[src/rtl/flash_cmd_pkg.sv]
package flash_cmd_pkg;

    typedef enum logic [3:0] {
        ST_READ,
        ST_UNLK1,
        ST_UNLK2,
        ST_PGM_ARG,
        ST_ERS_SET,
        ST_ERS_UNLK1,
        ST_ERS_UNLK2,
        ST_BYP_IDLE,
        ST_BYP_ARG,
        ST_BYP_EXIT,
        ST_PGM_RUN,
        ST_ERS_ZERO,
        ST_ERS_ONES
    } fsm_state_e;

    localparam logic [7:0] CMD_KEY_A    = 8'hAA;
    localparam logic [7:0] CMD_KEY_B    = 8'h55;
    localparam logic [7:0] CMD_PROGRAM  = 8'hA0;
    localparam logic [7:0] CMD_FAST     = 8'h20;
    localparam logic [7:0] CMD_SETUP    = 8'h80;
    localparam logic [7:0] CMD_CHIP     = 8'h10;
    localparam logic [7:0] CMD_EXIT1    = 8'h90;
    localparam logic [7:0] CMD_EXIT2    = 8'h00;

    localparam int unsigned KEY_ADDR_A  = 'h555;
    localparam int unsigned KEY_ADDR_B  = 'h2AA;

    localparam int unsigned POLL_BIT    = 7;
    localparam int unsigned TOGGLE_BIT  = 6;
    localparam int unsigned FAIL_BIT    = 5;

endpackage

[src/rtl/flash_seq_fsm.sv]
module flash_seq_fsm
    import flash_cmd_pkg::*;
#(
    parameter int ADDR_W       = 11,
    parameter int DATA_W       = 8,
    parameter int DEPTH        = 16,
    parameter int PGM_CYCLES   = 8,
    parameter int ERASE_CYCLES = 12
) (
    input  logic                      clk,
    input  logic                      rst_n,
    input  logic                      wr_en,
    input  logic [ADDR_W-1:0]         wr_addr,
    input  logic [DATA_W-1:0]         wr_data,
    output logic                      busy,
    output logic                      erasing,
    output logic                      byp_mode,
    output logic [$clog2(DEPTH)-1:0]  tgt_idx,
    output logic [DATA_W-1:0]         tgt_data,
    output logic                      do_pgm,
    output logic                      do_zero,
    output logic [$clog2(DEPTH)-1:0]  zero_idx,
    output logic                      do_ones
);
    localparam int IDX_W = $clog2(DEPTH);
    localparam int MAXC  = (PGM_CYCLES > ERASE_CYCLES) ?
                           ((PGM_CYCLES > DEPTH) ? PGM_CYCLES : DEPTH) :
                           ((ERASE_CYCLES > DEPTH) ? ERASE_CYCLES : DEPTH);
    localparam int CNT_W = $clog2(MAXC + 1);

    fsm_state_e        state, nxt;
    logic [CNT_W-1:0]  cnt, cnt_nxt;
    logic              byp_nxt, latch_en;
    logic              at_a, at_b, key_a, key_b;

    assign at_a  = (wr_addr == ADDR_W'(KEY_ADDR_A));
    assign at_b  = (wr_addr == ADDR_W'(KEY_ADDR_B));
    assign key_a = at_a && (wr_data[7:0] == CMD_KEY_A);
    assign key_b = at_b && (wr_data[7:0] == CMD_KEY_B);

    // state register
    always_ff @(posedge clk or negedge rst_n) begin
        if (!rst_n) begin
            state    <= ST_READ;
            cnt      <= '0;
            byp_mode <= 1'b0;
            tgt_idx  <= '0;
            tgt_data <= '0;
        end else begin
            state    <= nxt;
            cnt      <= cnt_nxt;
            byp_mode <= byp_nxt;
            if (latch_en) begin
                tgt_idx  <= wr_addr[IDX_W-1:0];
                tgt_data <= wr_data;
            end
        end
    end

    // next state
    always_comb begin
        nxt      = state;
        cnt_nxt  = cnt;
        byp_nxt  = byp_mode;
        latch_en = 1'b0;
        unique case (state)
            ST_READ:      if (wr_en && key_a) nxt = ST_UNLK1;
            ST_UNLK1:     if (wr_en) nxt = key_b ? ST_UNLK2 : ST_READ;
            ST_UNLK2: if (wr_en) begin
                nxt = ST_READ;
                if (at_a) begin
                    case (wr_data[7:0])
                        CMD_PROGRAM: nxt = ST_PGM_ARG;
                        CMD_SETUP:   nxt = ST_ERS_SET;
                        CMD_FAST: begin
                            nxt     = ST_BYP_IDLE;
                            byp_nxt = 1'b1;
                        end
                        default:     nxt = ST_READ;
                    endcase
                end
            end
            ST_PGM_ARG, ST_BYP_ARG: if (wr_en) begin
                latch_en = 1'b1;
                nxt      = ST_PGM_RUN;
                cnt_nxt  = CNT_W'(PGM_CYCLES - 1);
            end
            ST_ERS_SET:   if (wr_en) nxt = key_a ? ST_ERS_UNLK1 : ST_READ;
            ST_ERS_UNLK1: if (wr_en) nxt = key_b ? ST_ERS_UNLK2 : ST_READ;
            ST_ERS_UNLK2: if (wr_en) begin
                if (at_a && wr_data[7:0] == CMD_CHIP) begin
                    nxt     = ST_ERS_ZERO;
                    cnt_nxt = '0;
                end else begin
                    nxt = ST_READ;
                end
            end
            ST_BYP_IDLE: if (wr_en) begin
                if (wr_data[7:0] == CMD_PROGRAM)    nxt = ST_BYP_ARG;
                else if (wr_data[7:0] == CMD_EXIT1) nxt = ST_BYP_EXIT;
            end
            ST_BYP_EXIT: if (wr_en) begin
                if (wr_data[7:0] == CMD_EXIT2) begin
                    nxt     = ST_READ;
                    byp_nxt = 1'b0;
                end else begin
                    nxt = ST_BYP_IDLE;
                end
            end
            ST_PGM_RUN: begin
                if (cnt == '0) nxt = byp_mode ? ST_BYP_IDLE : ST_READ;
                else           cnt_nxt = cnt - 1'b1;
            end
            ST_ERS_ZERO: begin
                if (cnt == CNT_W'(DEPTH - 1)) begin
                    nxt     = ST_ERS_ONES;
                    cnt_nxt = CNT_W'(ERASE_CYCLES - 1);
                end else begin
                    cnt_nxt = cnt + 1'b1;
                end
            end
            ST_ERS_ONES: begin
                if (cnt == '0) nxt = ST_READ;
                else           cnt_nxt = cnt - 1'b1;
            end
            default: nxt = ST_READ;
        endcase
    end

    // outputs
    always_comb begin
        busy     = (state == ST_PGM_RUN) || (state == ST_ERS_ZERO) || (state == ST_ERS_ONES);
        erasing  = (state == ST_ERS_ZERO) || (state == ST_ERS_ONES);
        do_pgm   = (state == ST_PGM_RUN) && (cnt == '0);
        do_zero  = (state == ST_ERS_ZERO);
        zero_idx = cnt[IDX_W-1:0];
        do_ones  = (state == ST_ERS_ONES) && (cnt == '0);
    end

endmodule

[src/rtl/flash_cell_array.sv]
module flash_cell_array #(
    parameter int DATA_W = 8,
    parameter int DEPTH  = 16
) (
    input  logic                      clk,
    input  logic                      do_pgm,
    input  logic [$clog2(DEPTH)-1:0]  pgm_idx,
    input  logic [DATA_W-1:0]         pgm_data,
    input  logic                      do_zero,
    input  logic [$clog2(DEPTH)-1:0]  zero_idx,
    input  logic                      do_ones,
    input  logic [$clog2(DEPTH)-1:0]  rd_idx,
    output logic [DATA_W-1:0]         rd_word,
    output logic [DATA_W-1:0]         tgt_word
);
    localparam int IDX_W = $clog2(DEPTH);

    logic [DATA_W-1:0] cells [DEPTH];

    for (genvar i = 0; i < DEPTH; i++) begin : g_cell
        always_ff @(posedge clk) begin
            if (do_ones)
                cells[i] <= '1;
            else if (do_zero && zero_idx == IDX_W'(i))
                cells[i] <= '0;
            else if (do_pgm && pgm_idx == IDX_W'(i))
                cells[i] <= cells[i] & pgm_data;
        end
    end

    assign rd_word  = cells[rd_idx];
    assign tgt_word = cells[pgm_idx];

endmodule

[src/rtl/flash_read_port.sv]
module flash_read_port
    import flash_cmd_pkg::*;
#(
    parameter int DATA_W = 8
) (
    input  logic              clk,
    input  logic              rst_n,
    input  logic              rd_en,
    input  logic              busy,
    input  logic              erasing,
    input  logic [DATA_W-1:0] tgt_data,
    input  logic [DATA_W-1:0] tgt_word,
    input  logic [DATA_W-1:0] arr_word,
    output logic [DATA_W-1:0] rd_data,
    output logic              rd_valid
);
    logic              tog;
    logic              fail;
    logic [DATA_W-1:0] status;

    assign fail = !erasing && (|(tgt_data & ~tgt_word));

    always_comb begin
        status             = '0;
        status[POLL_BIT]   = erasing ? 1'b0 : ~tgt_data[POLL_BIT];
        status[TOGGLE_BIT] = tog;
        status[FAIL_BIT]   = fail;
    end

    always_ff @(posedge clk or negedge rst_n) begin
        if (!rst_n) begin
            rd_data  <= '0;
            rd_valid <= 1'b0;
            tog      <= 1'b0;
        end else begin
            rd_valid <= rd_en;
            if (rd_en) begin
                rd_data <= busy ? status : arr_word;
                if (busy) tog <= ~tog;
            end
        end
    end

endmodule

[src/rtl/flash_cmd_top.sv]
module flash_cmd_top #(
    parameter int ADDR_W       = 11,
    parameter int DATA_W       = 8,
    parameter int DEPTH        = 16,
    parameter int PGM_CYCLES   = 8,
    parameter int ERASE_CYCLES = 12
) (
    input  logic              clk,
    input  logic              rst_n,
    input  logic [ADDR_W-1:0] bus_addr,
    input  logic [DATA_W-1:0] bus_wdata,
    input  logic              wr_en,
    input  logic              rd_en,
    output logic [DATA_W-1:0] rd_data,
    output logic              rd_valid,
    output logic              ready
);
    localparam int IDX_W = $clog2(DEPTH);

    logic              busy, erasing, byp_mode;
    logic              do_pgm, do_zero, do_ones;
    logic [IDX_W-1:0]  tgt_idx, zero_idx;
    logic [DATA_W-1:0] tgt_data, tgt_word, arr_word;

    flash_seq_fsm #(
        .ADDR_W(ADDR_W), .DATA_W(DATA_W), .DEPTH(DEPTH),
        .PGM_CYCLES(PGM_CYCLES), .ERASE_CYCLES(ERASE_CYCLES)
    ) u_fsm (
        .clk(clk), .rst_n(rst_n), .wr_en(wr_en), .wr_addr(bus_addr),
        .wr_data(bus_wdata), .busy(busy), .erasing(erasing),
        .byp_mode(byp_mode), .tgt_idx(tgt_idx), .tgt_data(tgt_data),
        .do_pgm(do_pgm), .do_zero(do_zero), .zero_idx(zero_idx),
        .do_ones(do_ones)
    );

    flash_cell_array #(.DATA_W(DATA_W), .DEPTH(DEPTH)) u_array (
        .clk(clk), .do_pgm(do_pgm), .pgm_idx(tgt_idx), .pgm_data(tgt_data),
        .do_zero(do_zero), .zero_idx(zero_idx), .do_ones(do_ones),
        .rd_idx(bus_addr[IDX_W-1:0]), .rd_word(arr_word), .tgt_word(tgt_word)
    );

    flash_read_port #(.DATA_W(DATA_W)) u_rd (
        .clk(clk), .rst_n(rst_n), .rd_en(rd_en), .busy(busy),
        .erasing(erasing), .tgt_data(tgt_data), .tgt_word(tgt_word),
        .arr_word(arr_word), .rd_data(rd_data), .rd_valid(rd_valid)
    );

    assign ready = !busy;

endmodule

[config.mk]
export PLATFORM = sky130hd
export DESIGN_NAME = flash_cmd_top
export DESIGN_NICKNAME = d
export VERILOG_FILES = /design/src/rtl/flash_cmd_pkg.sv /design/src/rtl/flash_seq_fsm.sv /design/src/rtl/flash_cell_array.sv /design/src/rtl/flash_read_port.sv /design/src/rtl/flash_cmd_top.sv
export SDC_FILE = /design/constraint.sdc
export NUM_CORES = 1
export LEC_CHECK = 0
export BUFFER_PORTS_ARGS = -buffer_cell sky130_fd_sc_hd__buf_2
export CAP_MARGIN = 40
export CORE_UTILIZATION = 63
export CTS_CLUSTER_DIAMETER = 40
export CTS_CLUSTER_SIZE = 30
export DETAILED_ROUTE_END_ITERATION = 10
export PLACE_DENSITY = 0.8
export SYNTH_ARGS = -nofsm -noshare
export SYNTH_HDL_FRONTEND = slang
export SYNTH_SLANG_ARGS = --single-unit
[constraint.sdc]
create_clock -name clk -period 3.8 [get_ports clk]
set_input_delay 0.76 -clock clk [delete_from_list [all_inputs] [get_ports clk]]
set_output_delay 0.76 -clock clk [all_outputs]
set_load 0.02 [all_outputs]
**Yosys cells after proc, flatten, opt, wreduce, memory -nomap -nowiden**

Memories as Yosys holds them, arrays and structs flattened.
Index checks and enable logic that the tools add are counted.

- Output and inout port bits: 10
- Logic and storage cells: 376
- Bits of input ports: 23
- Memories: 1
- Bits in writable memories: 128
- Flip-flop bits (word level): 32

- Bitwise operators: 52
- Reduce and logical (&&, ||, !) cells: 58
- Muxes and demuxes: 185
- $add $sub $neg: 2
- Equality and inequality tests: 70

Memory list:

| memory | depth | bits a word | rd ports | clocked after Yosys merged registers in | write ports | line | source |
|---|---|---|---|---|---|---|---|
| u_array.cells | 16 | 8 | 18 | 0 | 16 | flash_cell_array.sv:18 | `logic [DATA_W-1:0] cells [DEPTH];` |

Operators with widths:

| kind | count |
|---|---|
| 8-bit two-way mux | 33 |
| 8-bit bitwise AND | 17 |
| 1-bit two-way mux | 122 |
| 4-bit equality test (second input constant) | 21 |
| 4-bit two-way mux | 16 |
| 4-bit by 3-bit equality test with 1-bit output (second input constant) | 12 |
| 4-bit one-hot mux with 12 select lines | 1 |
| 1-bit logical AND | 39 |
| 8-bit equality test (second input constant) | 4 |
| 1-bit bitwise OR | 32 |
| 5-bit two-way mux | 5 |
| 4-bit by 2-bit equality test with 1-bit output (second input constant) | 6 |
| 2-bit inequality test (second input constant) | 10 |
| 5-bit one-hot mux with 4 select lines | 1 |
| 2-bit by 1-bit inequality test with 1-bit output (second input constant) | 7 |
| 13-bit AND reduction | 1 |
| 4-bit by 1-bit equality test with 1-bit output (second input constant) | 3 |
| 4-bit zero test | 3 |
| 3-bit two-way mux | 4 |
| 11-bit by 10-bit equality test with 1-bit output (second input constant) | 1 |
| 11-bit equality test (second input constant) | 1 |
| 3-bit one-hot mux with 3 select lines | 1 |
| 8-bit by 5-bit equality test with 1-bit output (second input constant) | 1 |
| 8-bit by 6-bit equality test with 1-bit output (second input constant) | 1 |
| other kinds (20) | 25 |

**Longest topological paths before layout**

Gate-level depths: netlist of the first run.

- Depth in word-level cells: 8
- Mapped depth: 11

**Modules after synthesis**

A second synthesis of the first run with hierarchy kept.

- Cell total of the unflattened synthesis: 1,036
- Area, all modules: 10,857.9 um^2

Modules (own cells, without submodules):

| module | area each (um^2) | instances | cells each | seq. area each (um^2) |
|---|---|---|---|---|
| flash_cell_array | 8,592.0 | 1 | 784 | 3,843.7 |
| flash_seq_fsm | 1,778.0 | 1 | 198 | 550.5 |
| flash_read_port | 484.2 | 1 | 53 | 250.2 |
| flash_cmd_top | 3.8 | 1 | 1 | 0.0 |

**Least setup slack after synthesis of the first run**

No wires, ideal clock.

- Kind: register -> register
- Start point: reg u_fsm.cnt[0]
- End point: mem u_array.cells[8][0] (enable)
- Buffers on the path: 2
- Clock period less this slack: 2.648 ns
- Data arrival time: 2.313 ns
- Cell stages (with the launch flop): 11
- Required time: 3.466 ns
- Setup slack: 1.152 ns
- Path through: dfrtp_1 inv_1 ha_1 buf_2 nand2b_4 nor3_4 nand2_4 or3_1 buf_6 o32ai_4 nand2b_1

RTL lines:

| item | line | source |
|---|---|---|
| from (decl) | flash_seq_fsm.sv:32 | `logic [CNT_W-1:0] cnt, cnt_nxt;` |
| from (signal assigned) | flash_seq_fsm.sv:51 | `cnt <= cnt_nxt;` |
| to (decl) | flash_cell_array.sv:18 |  |

==> results of run 1 <==
-- routing by layer --
metal	part of all wire [%]	routed length, µm	global-route usage, %
met1	37	11100	54.8
met2	44	13200	57.3
met3	14	4120	10.4
met4	5.4	1620	19.7
met5	0	0	0
-- cell type report --
class                           instances  area (µm²)
Multi-Input combinational cell        480        4710
Sequential cell                       160        4650
Fill cell                            1002        4560
Timing Repair Buffer                   69         465
Clock buffer                           19         433
Tap cell                              188         235
Clock inverter                         13         109
Inverter                               11        41.3
-- cells by family after synthesis --
group | after synthesis
compound gates | 196
xor+xnor | 4
fa+ha+maj | 4
buf+inv | 99
flops | 160
mux | 96
simple gates | 180
-- power by group --
part	leakage [nW]	internal [mW]	switching, mW	total, mW
clock network	0.245	0.846	0.738	1.58
registers	1.95	1.88	0.0116	1.89
logic	1.68	0.0678	0.0959	0.164
total	3.88	2.79	0.845	3.64
-- sequential cells by signal (all words and copies together), names as in the netlist --
register and flops:
u_array.cells 128, u_fsm.byp_mode 1, u_fsm.cnt 5, u_fsm.state 4, u_fsm.tgt_data 8, u_fsm.tgt_idx 4, u_rd.rd_data 8, u_rd.rd_valid 1
u_rd.tog 1
-- Yosys cell counts (all sizes together) (3+ instances only) --
cell,number
a211oi,6
a21o,5
a21oi,12
a22o,5
a22oi,8
a31oi,4
a32o,3
a32oi,6
a41o,96
and3,4
and4b,3
buf,45
clkbuf,43
dfrtp,32
edfxtp,128
ha,4
inv,11
mux2,14
mux2i,15
mux4,67
nand2,60
nand2b,11
nand3,6
nand3b,5
nand4,27
nand4b,3
nor2,21
nor2b,9
nor3,9
nor3b,3
nor4bb,4
o21ai,15
o221ai,7
o2bb2ai,4
o41ai,8
xor2,3
-- worst max-delay path by stage --
stage | end | slack [ps] | cells after the start
finish | u_array.cells[4][0] | 600 | 9
global route | u_array.cells[14][3] | 390 | 9
CTS | u_array.cells[14][4] | 630 | 9
detailed placement | u_rd.rd_data[6] | 650 | 6
global placement | u_rd.rd_data[6] | 700 | 6
floorplan | u_array.cells[8][0] | 1150 | 10
-- metrics by stage --
step,util (%),instance area (µm²),setup slack (ps)
floorplan,-,9830,1150
global placement,66.1,10100,703
detailed placement,66.4,10100,646
CTS,70.0,10600,633
global route,70.0,10600,391
finish,70.0,10600,603
==> flow_summary.json, run 1 <==
{
  "grt_max_degree": 36,
  "row_count": 45,
  "worst_setup_path_start_kind": "register",
  "yosys.area_share.xor_xnor_pct": 0.356,
  "syn_nets": 766,
  "synth_area_per_cell_um2": 13.3,
  "synth_cells": 739,
  "ios": 33,
  "synth_largest_area_cell": "edfxtp_1",
  "grt_pass1_wl_mm": 45.7,
  "numClockSinks": 160,
  "synth-edff-count": 128,
  "vias": 7759,
  "skew_ps": 8.44,
  "synthSimpleGateAreaFrac_pct": 10.6,
  "grt_pass1_vias": 7385,
  "drive_above_1_share_pct": 26.9,
  "clk_latency_ps": 440,
  "crit-reg2reg-launch": "u_fsm.cnt[0]",
  "mostFrequentLayoutCell": "edfxtp_1",
  "async_flop_share_pct": 20.0,
  "dp_hpwl_mm": 21.5,
  "ys.warnings.count": 0,
  "synth_compound_area_share_pct": 17.8,
  "reg2reg_depth": 9,
  "clockRootBuffer": "clkbuf_16",
  "diodes": 0,
  "die_area_mm2": 0.0161,
  "ant_nets": 0,
  "endpoint_kind": "register",
  "clkSlewWorstSetupHoldPaths_ps": 70,
  "yosys-top-cells-area": "edfxtp_1 (39%), mux4_2 (15%), a41o_1 (9.8%), dfrtp_1 (8.1%), nand2_1 (2.2%)",
  "crit_arrival_ps": 3260,
  "die_y_um": 127,
  "synth-seq-cells": 160,
  "cp_num_buf_inv": 2,
  "setup_violations": 0,
  "hold_path_class": "in -> async",
  "drc": 0,
  "postCtsSetupBuffers": 0,
  "avgViaCountPerCell": 8.25,
  "slowest_delay_ps": 750,
  "rrSetupSlack_ps": 600,
  "fin_crit_sh_pct": 84.1,
  "yosysSeqAreaShare_pct": 47.3,
  "synth_top_family_by_area": "multiplexers",
  "numCtsBuffers": 17,
  "layoutNonFillerInstCount": 940,
  "routedWlPerCell_um": 32.0,
  "fin_tns_setup_ps": 0,
  "synth_fa_ha_area_share_pct": 0.509,
  "slew_viol_final": 0,
  "final_cell_mix": "edfxtp_1 (128), a41o_1 (96), mux4_2 (67)",
  "fin_crit_ps": 3200,
  "crit_top_cell": "nor3_4",
  "gp_congestion": 1.02,
  "holdBufCountCts": 0,
  "hold_slack_ps": 376,
  "crit_fanout": 25,
  "outcome": "finished clean",
  "initial_core_util_pct": 64.7,
  "ys_types": 80,
  "cts_htree_levels": 4,
  "cp.required_ps": 3870,
  "irDropWorstVdd_mv": 0.396,
  "rsz0062_at_grt": "false",
  "cap_violations": 0,
  "port_buffers": 32,
  "worstSetupPathType": "reg -> reg",
  "die_w_um": 127,
  "routed_wl_mm": 30.0,
  "synthesis.area_mm2": 0.00983,
  "crit_chain": "inv_1, ha_1, nand2b_4, nor3_4, nand2_4, nor3_4, buf_4, a32oi_1, nand2_1",
  "crit_start": "u_fsm.cnt[0]",
  "drtPass1Iterations": 5,
  "core_area_mm2": 0.0152,
  "worstMarginPinSlew_ps": 973,
  "area_delta_synth_final_pct": 8.25,
  "drt_iter0_drc": 1238,
  "final_nets": 766,
  "synth_top_cell_area_share_pct": 39.1,
  "power_mw": 3.64,
  "synth_top_flop_cell": "edfxtp_1",
  "grt-ovfl-total": 0,
  "cts_tree": "yes",
  "power_density_mw_per_mm2": 342,
  "max_slew_margin_pct": 35.2,
  "cts_max_path_buffers": 2,
  "slowest_stage": "a32oi_1",
  "cts_resized": 0,
  "hold_violations": 0,
  "dp_cells": 908,
  "path_delay_family": "simple AND/OR/NAND/NOR gates",
  "antenna_found_initial": 0,
  "grt_usage_pct": 39.2,
  "power_leakage_nw": 3.88,
  "synth_mux_area_share_pct": 18.5,
  "r2r_end": "u_array.cells[4][0]",
  "max_freq_ghz": 0.313
}
Power figures use the tool's default switching activity.
==> inputs of run 2 (changes only) <==
ABC_AREA = 1   (was unset)
CORE_UTILIZATION = 57   (was 63)
PLACE_DENSITY = 0.76   (was 0.8)
clock period = 2.9 ns   (was 3.8 ns; I/O delays follow)
==> run 2 against run 1 <==
Critical path depth shrank 5. Area after synthesis grew 5.1%. Sequential share of layout area shrank 2.5 points. Final area grew 6.2%. Global-route usage shrank 2.6 points. Count of clock-buffer cells in the layout grew 3. Worst hold slack lost 180 ps.
==> flow_summary.json, run 2 <==
{
  "reg_top3": "u_array.cells (128), u_fsm.tgt_data (8), u_rd.rd_data (8)",
  "slowest_stage": "dfrtp_1",
  "max_slew_margin_pct": 42.3,
  "ys.warnings.count": 0,
  "worst_setup_path_start_kind": "register",
  "yosysMostFrequentCell": "nand2_1",
  "yosysSeqAreaShare_pct": 45.0,
  "rsz0062_at_grt": "false",
  "core_area_mm2": 0.0175,
  "row_count": 48,
  "hold_slack_ps": 198,
  "skew_ps": 11.4,
  "seq_area_mm2": 0.00465,
  "path_delay_family": "flip-flops",
  "initial_core_util_pct": 59.1,
  "grtUsageMet3_pct": 9.41,
  "ys_types": 41,
  "outcome": "finished clean",
  "dp_hpwl_mm": 22.9,
  "worstSetupPathType": "reg -> reg",
  "cts_max_path_buffers": 2,
  "synth_largest_area_cell": "edfxtp_1",
  "multiInputGateArea_mm2": 0.00470,
  "ios": 33,
  "grt_pass1_wl_mm": 50.0,
  "routedWlPerCell_um": 20.7,
  "grt_pass1_vias": 8932,
  "avgViaCountPerCell": 6.23,
  "synthesis.area_mm2": 0.0103,
  "use_met1_pct": 49.1,
  "vias": 9877,
  "numClockSinks": 160,
  "synthTopCellsByCount": "nand2_1 (360), inv_1 (166), o21ai_0 (152)",
  "final_cell_mix": "nand2_1 (360), inv_1 (166), o21ai_0 (152)",
  "max_freq_ghz": 0.392,
  "numCtsBuffers": 17,
  "cap_violations": 0,
  "slowest_delay_ps": 810,
  "drt_iter0_drc": 1375,
  "cp_num_buf_inv": 1,
  "slew_viol_final": 0,
  "synth-edff-count": 128,
  "holdBufCountCts": 0,
  "syn_nets": 1355,
  "clkSlewWorstSetupHoldPaths_ps": 70,
  "cp.required_ps": 2970,
  "fillers": 1503,
  "die_y_um": 137,
  "postCtsSetupBuffers": 0,
  "crit_fanout": 18,
  "synth_top_cell_area_share_pct": 37.2,
  "placed_cell_area_mm2": 0.0107,
  "die_area_mm2": 0.0187,
  "routed_wl_mm": 32.8,
  "final_core_util_pct": 64.6,
  "met2_usage_pct": 53.8,
  "crit_chain": "nand2_2, inv_2, nand3_2, o211ai_1",
  "antenna_found_initial": 0,
  "yosys-top-cells-area": "edfxtp_1 (37%), nand2_1 (13%), dfrtp_1 (7.8%), o21ai_0 (7.4%), o31ai_1 (6.6%)",
  "synth_cells": 1328,
  "diodes": 0,
  "irDropWorstVdd_mv": 0.520,
  "setup_violations": 0,
  "largest_reg_flops": 128,
  "grt.busiest_layer": "met2",
  "worstMarginPinSlew_ps": 864,
  "cts_htree_levels": 4,
  "finalInstanceArea_mm2": 0.0113,
  "cts_tree": "yes",
  "port_buffers": 32,
  "fin_tns_setup_ps": 0,
  "gp_congestion": 1.03,
  "async_flop_share_pct": 20.0,
  "crit_arrival_ps": 2620,
  "final_nets": 1374,
  "clk_latency_ps": 450,
  "endpoint_kind": "register",
  "hold_violations": 0,
  "mostFrequentLayoutCell": "nand2_1",
  "drc": 0,
  "drtPass1Iterations": 6,
  "synth_top_flop_cell": "edfxtp_1",
  "power_leakage_nw": 4.40,
  "cts_resized": 0,
  "power_density_mw_per_mm2": 672,
  "power_mw": 7.59,
  "grt_max_degree": 53,
  "fin_crit_sh_pct": 87.9,
  "grt_usage_pct": 36.6,
  "die_w_um": 137,
  "top_register": "u_array.cells",
  "area_delta_synth_final_pct": 9.34,
  "synth_area_per_cell_um2": 7.78,
  "fin_crit_ps": 2550,
  "grt-ovfl-total": 0,
  "hold_path_class": "in -> async",
  "clockRootBuffer": "clkbuf_16",
  "ant_nets": 0,
  "synth-seq-cells": 160,
  "drive_above_1_share_pct": 11.4
}
[run 2: cell types whose count changed after synthesis, moves of 15 or more]
cell,delta
a21oi_1,+48
a41o_1,-96
inv_1,+155
mux2i_1,-15
mux4_2,-67
nand2_1,+302
nand3_1,+55
nand4_1,-19
nor2_1,+64
o211ai_1,+17
o21ai_0,+144
o31ai_1,+91
[run 2: logic make-up after synthesis]
kind of cell	count (synthesis)	synth area share [%]
AND/OR/NAND/NOR	562	23.9
AO/OA/AOI/OAI	357	21.0
buffers and inverters	243	9.53
flip-flops	160	45.0
adder cells (fa/ha/maj)	4	0.484
XOR/XNOR	2	0.170
[run 2: worst paths after layout]
path / slack [ps] / from / depth (start not counted) / to
worst max-delay path: 350 / u_fsm.tgt_idx[1] / 4 / u_array.cells[15][4]
worst min-delay path: 200 / rst_n / 1 / u_rd.rd_data[1]
worst max register to register: 350 / u_fsm.tgt_idx[1] / 4 / u_array.cells[15][4]
worst min register to register: 490 / u_rd.rd_data[4] / 2 / u_rd.rd_data[4]
max in group asynchronous: 2160 / rst_n / 1 / u_fsm.tgt_idx[0]
min in group clk: 330 / rd_en / 1 / u_rd.rd_valid
[run 2: layout make-up]
class                      count  share of cell area (%)
sequential                   160                    41.1
inverter                     179                    5.97
timing repair buffer          64                    3.54
multi-input combinational    925                    41.6
clock inverter                10                    1.22
clock buffer                  22                    4.02
tap                          225                    2.49
[run 2: layer usage]
| metal | part of all wire, % | vias up |
|---|---|---|
| met2 | 43 | 748 |
| met3 | 13 | 131 |
| li1 | - | 4551 |
| met5 | 0 | - |
| met1 | 39 | 4447 |
| met4 | 5.3 | 0 |
[run 2: where the power goes]
part / internal [mW] / switching [mW]
clock: 1.37 / 0.948
sequential: 2.61 / 0.328
combinational: 0.494 / 1.83
[run 2: metrics by stage]
step	cells	worst slack, ps
finish	1585	351
global route	1585	185
CTS	1585	351
detailed placement	1553	386
global placement	1553	507
floorplan	1328	812
